--- src/rtl/rrc_pkg.sv ---
package rrc_pkg;
  typedef enum logic [2:0] {
    MODE_RUN    = 3'd0,
    MODE_REPLAY = 3'd1,
    MODE_SERIAL = 3'd2,
    MODE_TRAP   = 3'd3,
    MODE_IRQ    = 3'd4
  } rrc_mode_e;
endpackage

--- src/rtl/rrc_pick.sv ---
// Oldest-report selector: lowest sequence number, lower lane on ties.
module rrc_pick #(
  parameter int NEXC = 2,
  parameter int PCW  = 32,
  parameter int SEQW = 6
) (
  input  logic [NEXC-1:0]      valid,
  input  logic [NEXC*PCW-1:0]  pc_flat,
  input  logic [NEXC*SEQW-1:0] seq_flat,
  output logic                 any,
  output logic [PCW-1:0]       sel_pc
);
  logic [PCW-1:0]  lane_pc  [NEXC];
  logic [SEQW-1:0] lane_seq [NEXC];
  logic [NEXC-1:0] grant;

  for (genvar g = 0; g < NEXC; g++) begin : g_lane
    assign lane_pc[g]  = pc_flat[g*PCW +: PCW];
    assign lane_seq[g] = seq_flat[g*SEQW +: SEQW];
  end

  always_comb begin
    logic [SEQW-1:0] best;
    best   = '1;
    grant  = '0;
    sel_pc = '0;
    for (int i = 0; i < NEXC; i++) begin
      if (valid[i] && (grant == '0 || lane_seq[i] < best)) begin
        grant    = '0;
        grant[i] = 1'b1;
        best     = lane_seq[i];
        sel_pc   = lane_pc[i];
      end
    end
    assert_one_grant_R2: assert ($onehot0(grant));
  end

  assign any = |valid;
endmodule

--- src/rtl/rrc_issue_gate.sv ---
// Replay issue limiter: passes issue up to and including the stored PC.
module rrc_issue_gate #(
  parameter int PCW = 32
) (
  input  logic           clk,
  input  logic           rst_n,
  input  logic           clear,
  input  logic           active,
  input  logic           iss_valid,
  input  logic [PCW-1:0] iss_pc,
  input  logic [PCW-1:0] limit_pc,
  output logic           allow
);
  logic reached;
  logic hit;

  assign hit = active && iss_valid && (iss_pc == limit_pc);

  always_ff @(posedge clk) begin
    if (!rst_n)     reached <= 1'b0;
    else if (clear) reached <= 1'b0;
    else if (hit)   reached <= 1'b1;
  end

  assign allow = !(active && reached);

  assert_hold_after_fault_R3: assert property (@(posedge clk) disable iff (!rst_n)
    ($past(hit) && !$past(clear) && active) |-> !allow);
  assert_free_outside_replay_R3: assert property (@(posedge clk) disable iff (!rst_n)
    !active |-> allow);
endmodule

--- src/rtl/region_replay_ctrl.sv ---
module region_replay_ctrl
  import rrc_pkg::*;
#(
  parameter int PCW  = 32,
  parameter int SEQW = 6,
  parameter int NEXC = 2,
  parameter logic [PCW-1:0] RESET_PC = '0
) (
  input  logic                 clk,
  input  logic                 rst_n,
  input  logic                 region_adv,
  input  logic [PCW-1:0]       region_pc,
  input  logic [NEXC-1:0]      exc_valid,
  input  logic [NEXC*PCW-1:0]  exc_pc,
  input  logic [NEXC*SEQW-1:0] exc_seq,
  input  logic                 irq_crit,
  input  logic                 hret,
  input  logic                 iss_valid,
  input  logic [PCW-1:0]       iss_pc,
  output logic                 iss_allow,
  output logic                 redir_valid,
  output logic [PCW-1:0]       redir_pc,
  output logic                 trap_req,
  output logic [PCW-1:0]       trap_pc,
  output logic [2:0]           mode
);
  rrc_mode_e      mode_q;
  logic [PCW-1:0] region_start;
  logic [PCW-1:0] fault_pc;
  logic           from_serial;
  logic           exc_any;
  logic [PCW-1:0] exc_sel_pc;
  logic           enter_replay;

  rrc_pick #(.NEXC(NEXC), .PCW(PCW), .SEQW(SEQW)) u_pick (
    .valid(exc_valid), .pc_flat(exc_pc), .seq_flat(exc_seq),
    .any(exc_any), .sel_pc(exc_sel_pc)
  );

  assign enter_replay = (mode_q == MODE_RUN && exc_any && !irq_crit) ||
                        (mode_q == MODE_IRQ && hret);

  rrc_issue_gate #(.PCW(PCW)) u_gate (
    .clk(clk), .rst_n(rst_n), .clear(enter_replay),
    .active(mode_q == MODE_REPLAY), .iss_valid(iss_valid),
    .iss_pc(iss_pc), .limit_pc(fault_pc), .allow(iss_allow)
  );

  always_ff @(posedge clk) begin
    if (!rst_n) begin
      mode_q       <= MODE_RUN;
      region_start <= RESET_PC;
      fault_pc     <= '0;
      from_serial  <= 1'b0;
      redir_valid  <= 1'b0;
      redir_pc     <= '0;
      trap_req     <= 1'b0;
      trap_pc      <= '0;
    end else begin
      redir_valid <= 1'b0;
      trap_req    <= 1'b0;
      unique case (mode_q)
        MODE_RUN: begin
          if (exc_any) begin
            fault_pc <= exc_sel_pc;
            if (irq_crit) begin
              mode_q <= MODE_IRQ;
            end else begin
              redir_valid <= 1'b1;
              redir_pc    <= region_start;
              mode_q      <= MODE_REPLAY;
            end
          end else if (region_adv) begin
            region_start <= region_pc;
          end
        end
        MODE_REPLAY: begin
          if (exc_any) begin
            if (exc_sel_pc == fault_pc) begin
              trap_req    <= 1'b1;
              trap_pc     <= fault_pc;
              from_serial <= 1'b0;
              mode_q      <= MODE_TRAP;
            end else begin
              redir_valid <= 1'b1;
              redir_pc    <= region_start;
              mode_q      <= MODE_SERIAL;
            end
          end
        end
        MODE_SERIAL: begin
          if (exc_any) begin
            fault_pc    <= exc_sel_pc;
            trap_req    <= 1'b1;
            trap_pc     <= exc_sel_pc;
            from_serial <= 1'b1;
            mode_q      <= MODE_TRAP;
          end else if (region_adv) begin
            region_start <= region_pc;
            mode_q       <= MODE_RUN;
          end
        end
        MODE_TRAP: begin
          if (hret) begin
            redir_valid <= 1'b1;
            redir_pc    <= fault_pc;
            mode_q      <= from_serial ? MODE_SERIAL : MODE_RUN;
          end
        end
        MODE_IRQ: begin
          if (hret) begin
            redir_valid <= 1'b1;
            redir_pc    <= region_start;
            mode_q      <= MODE_REPLAY;
          end
        end
        default: mode_q <= MODE_RUN;
      endcase
    end
  end

  assign mode = mode_q;

  assert_trap_enters_handler_R4: assert property (@(posedge clk) disable iff (!rst_n)
    trap_req |-> mode_q == MODE_TRAP);
  assert_redir_trap_excl_R2: assert property (@(posedge clk) disable iff (!rst_n)
    !(redir_valid && trap_req));
  assert_start_hold_R1: assert property (@(posedge clk) disable iff (!rst_n)
    !$past(region_adv) |-> $stable(region_start));
  assert_return_pc_R5: assert property (@(posedge clk) disable iff (!rst_n)
    ($past(mode_q) == MODE_TRAP && $past(hret)) |-> (redir_valid && redir_pc == $past(fault_pc)));
  assert_irq_no_redirect_R9: assert property (@(posedge clk) disable iff (!rst_n)
    (mode_q == MODE_IRQ && $past(mode_q) == MODE_RUN) |-> !redir_valid);
endmodule

--- config.mk ---
export PLATFORM = sky130hd
export DESIGN_NAME = region_replay_ctrl
export DESIGN_NICKNAME = d
export VERILOG_FILES = /design/src/rtl/rrc_pkg.sv /design/src/rtl/rrc_pick.sv /design/src/rtl/rrc_issue_gate.sv /design/src/rtl/region_replay_ctrl.sv
export SDC_FILE = /design/constraint.sdc
export NUM_CORES = 1
export LEC_CHECK = 0
export BUFFER_PORTS_ARGS = -buffer_cell sky130_fd_sc_hd__buf_2
export CORE_ASPECT_RATIO = 0.9
export CORE_UTILIZATION = 48
export DETAILED_ROUTE_END_ITERATION = 7
export PLACE_DENSITY = 0.77
export SLEW_MARGIN = 25
export SYNTH_ARGS = -nofsm -noshare
export SYNTH_HDL_FRONTEND = slang
export SYNTH_SLANG_ARGS = --single-unit
--- constraint.sdc ---
create_clock -name clk -period 4.03 [get_ports clk]
set_clock_uncertainty 0.2 [all_clocks]
set_input_delay 0.6045 -clock clk [delete_from_list [all_inputs] [get_ports clk]]
set_output_delay 0.6045 -clock clk [all_outputs]
set_load 0.005 [all_outputs]
==> impl_results.md <==
- Outcome: complete, but fails checks
- Violated checks: DRC
- Post-DP HPWL: ~21 mm
- H-Tree Depth: 4
- I/O Pins: around 220
- Total grt overflow: 0
- Post-layout instance area: between 10000 and 15000 sq um
- Post-Synth Adder-Cell Area: 0.00770
- Leak: ~4.7 nW
- Placed inst area: 9730 sq um
- Syn Area/Cell: 7.91 sq um
- Synthesized instance count: 1028
- Arr. time, crit path: 4.12 ns
- Hold buffers post-CTS: 0
- Yosys warnings: 0
- Max Transition Viols Final: 0
- Layout area overhead: 26.8%
- Pwr dens: 524 nW/um^2
- Die W: 139 um
- XOR/XNOR Fraction of Synth Area: 0.0388
- Peak VDD IR: 0.362 mV
- Largest family of logic cells by synthesized area: compound AO/OA/AOI/OAI gates
- Period utilization: 0.994
- CP required: ~4.2 ns
- Core Area: 16400 sq um
- Die ar.: 17500 sq um
- Grt met1 use: 0.439
- Initial DRC Count: 933
- Count leader, synth: nand2_1
- Reg area: around 2700 sq um
- Vias per cell: 6.01
- DRC: 10
- Final Hold Viols: 0
- Worst path buffer plus inverter count: 5
- GR Layer Usage met3: 0.0732
- Most frequent cells after synthesis: 179 x nand2_1, 135 x dfxtp_1, 71 x o21ai_0
- Initial core utilization: 0.497
- Max-slew headroom: 0.332
- Compound-Gate Fraction of Synth Area: 0.281
- GR peak layer: met2
- Antenna viol nets, final: 0
- Met2 usage: 0.509
- Flops & latches, synth: roughly 140
- Core Rows: 44
- Initial antenna violation count: 0
- Mapped Nets: 1181
- Number of synthesized flops with an enable pin: 0
- CP max FO: 17
- Final min period: between 4 and 5 ns
- CP Launch Type: input port
- FILL cells: ~1500
- Share of the synthesized area in the top cell type: 0.333
- Max-cap violations: 0
- Reg2reg path depth: 11
- CP delay by family, top: compound AO/OA/AOI/OAI gates
- Worst hold path stage count: 3
- Delay of the slowest critical-path stage: approximately 0.52 ns
- Post-Synth Simple-Gate Area: 0.238
- GRT Util Overall: 0.329
- CTS Buf Count: 17
- Post-layout net count: between 1000 and 1500
- Share of cells above drive strength 1: 0.279
- Die height: 125 um
- Area occupied by multi-input gates: 4950 sq um
- Critical Path Slowest Stage Cell: a2111oi_1
- Placer Congestion: ~1.0
- Largest net degree at the start of global routing: between 70 and 80
- Worst path cell trace: buf_2, inv_2, nor2_1, ha_1, a21oi_1, o221a_2, buf_4, and2_4, buf_4, a221oi_1, a2111oi_1, nand3_1, and4b_1, nor2_2, buf_4, a221o_1
- Post-layout instance count excluding filler cells: between 1000 and 1500
- Worst Hold Margin: 0.222 ns
- # diodes: 0
- Final setup fails: 0
- Async SR Flop Fraction: 0
- Clk buf depth: 2
- Clock Sinks: 135
- Vias in the first global route: a little over 8000
- Sequential area share after synthesis: 0.333
- Port bufs: 217
- Placed Cells: ~1400
- Ranking of synthesized cells by area: dfxtp_1 33%, nand2_1 8.3%, o21ai_0 4.4%, a221o_1 4.1%, mux2i_1 3.9%
- Crit path capture type: flop
- Main synth FF type: dfxtp_1
- Vias: roughly 8900
- WP depth: 16
- CTS Root Cell: clkbuf_16
- Post-Route Utilization: 0.630
- CTS tree: built
- Avg WL per Cell: 19.7 um
- Mapped Area: 8130 sq um
- Global-route wire length before repair: around 44 mm
- Clock Latency Late Sink: roughly 0.43 ns
- Largest area contributor in the netlist: dfxtp_1
- WL final: 29.0 mm
- Worst hold path type: in -> reg
- Crit path top cell by count: buf_4
- Pre-Repair DR Iteration Count: 8
- Post-synth cell types: 64
- WS Path Type: in -> reg
- Worst slew pin tran: ~1.0 ns
- Register clock-pin slew on the reported worst setup and hold paths: 0.06 ns
- Post-synthesis mux area share: 0.0394
- Fmax: 250 MHz
- R2R Setup Slk: roughly 0.69 ns
[cells in the final DEF (no fill, tap or decap), types with 11 or more instances in the layout]
cell	instances
a221o_1	33
a21boi_0	33
buf_4	81
o211ai_1	41
nand4_1	11
inv_1	21
nand3_1	42
a21oi_1	35
buf_2	216
and3_1	15
xnor2_1	31
o211a_1	28
a22oi_1	25
nand2_1	178
dfxtp_1	135
nor2b_1	17
mux2i_1	32
clkbuf_16	17
nor2_1	34
nand2b_1	43
o21ai_0	71
[cells by family after synthesis]
kind of cell | Yosys count
buffers and inverters | 114
multiplexers | 32
flip-flops | 135
AND/OR/NAND/NOR | 394
XOR/XNOR | 36
AO/OA/AOI/OAI | 312
adder cells (fa/ha/maj) | 5
[per-stage QoR]
| stage | setup TNS (ns) | total power [mW] | setup WS [ns] |
|---|---|---|---|
| after floorplan | 0 | 3.08 | 0.108 |
| after global placement | -7.26 | 3.82 | -0.159 |
| after detailed placement | -14.15 | 3.87 | -0.262 |
| after CTS | 0 | 5.36 | 0.152 |
| after global routing | -0.357 | 5.65 | -0.0448 |
| final | 0 | 5.40 | 0.0236 |
[layer usage]
| metal | part of all wire | vias up |
|---|---|---|
| li1 | - | 4172 |
| met1 | 0.43 | 4110 |
| met2 | 0.44 | 508 |
| met3 | 0.093 | 74 |
| met4 | 0.037 | 0 |
| met5 | 0 | - |
[worst paths after layout]
path,from,endpoint
min reg2reg,redir_pc[27]$_SDFFE_PN0P_,redir_pc[27]$_SDFFE_PN0P_
max,exc_valid[0],trap_pc[23]$_SDFFE_PN0P_
max reg2reg,fault_pc[22]$_SDFFE_PN0P_,trap_pc[23]$_SDFFE_PN0P_
min,region_pc[19],region_start[19]$_SDFFE_PN0P_
[timing repair]
| item | 4_1_cts | 5_1_grt |
|---|---|---|
| gates resized for setup | 0 | 5 |
| endpoints found under the hold margin | 0 | 0 |
| buffers inserted | 0 | 0 |
| setup endpoints to repair | 0 | 34 |
[tightest hold or removal path: cells and delay by family]
kind	cells	cell delay, ns
AO/OA/AOI/OAI	1	0.06
buffers and inverters	1	0.09
AND/OR/NAND/NOR	1	0.04
[flip-flops by register name, indices dropped and copies added, names as in the netlist]
register,cells
fault_pc,32
from_serial,1
mode,3
redir_pc,32
redir_valid,1
region_start,32
trap_pc,32
trap_req,1
u_gate.reached,1
[report_power, final]
group	switching (mW)	total, mW	internal (mW)	leakage [nW]
Sequential	0.367	1.92	1.55	1.10
Combinational	1.09	1.99	0.900	3.38
Clock	0.612	1.49	0.881	0.270
Total	2.07	5.40	3.33	4.75
[layout make-up]
class / count / area share
multi-input combinational: 779 / 0.480
sequential: 135 / 0.262
timing repair buffer: 300 / 0.170
clock buffer: 21 / 0.0447
tap: 207 / 0.0251
clock inverter: 11 / 0.00959
inverter: 22 / 0.00802
Power figures use the tool's default switching activity.
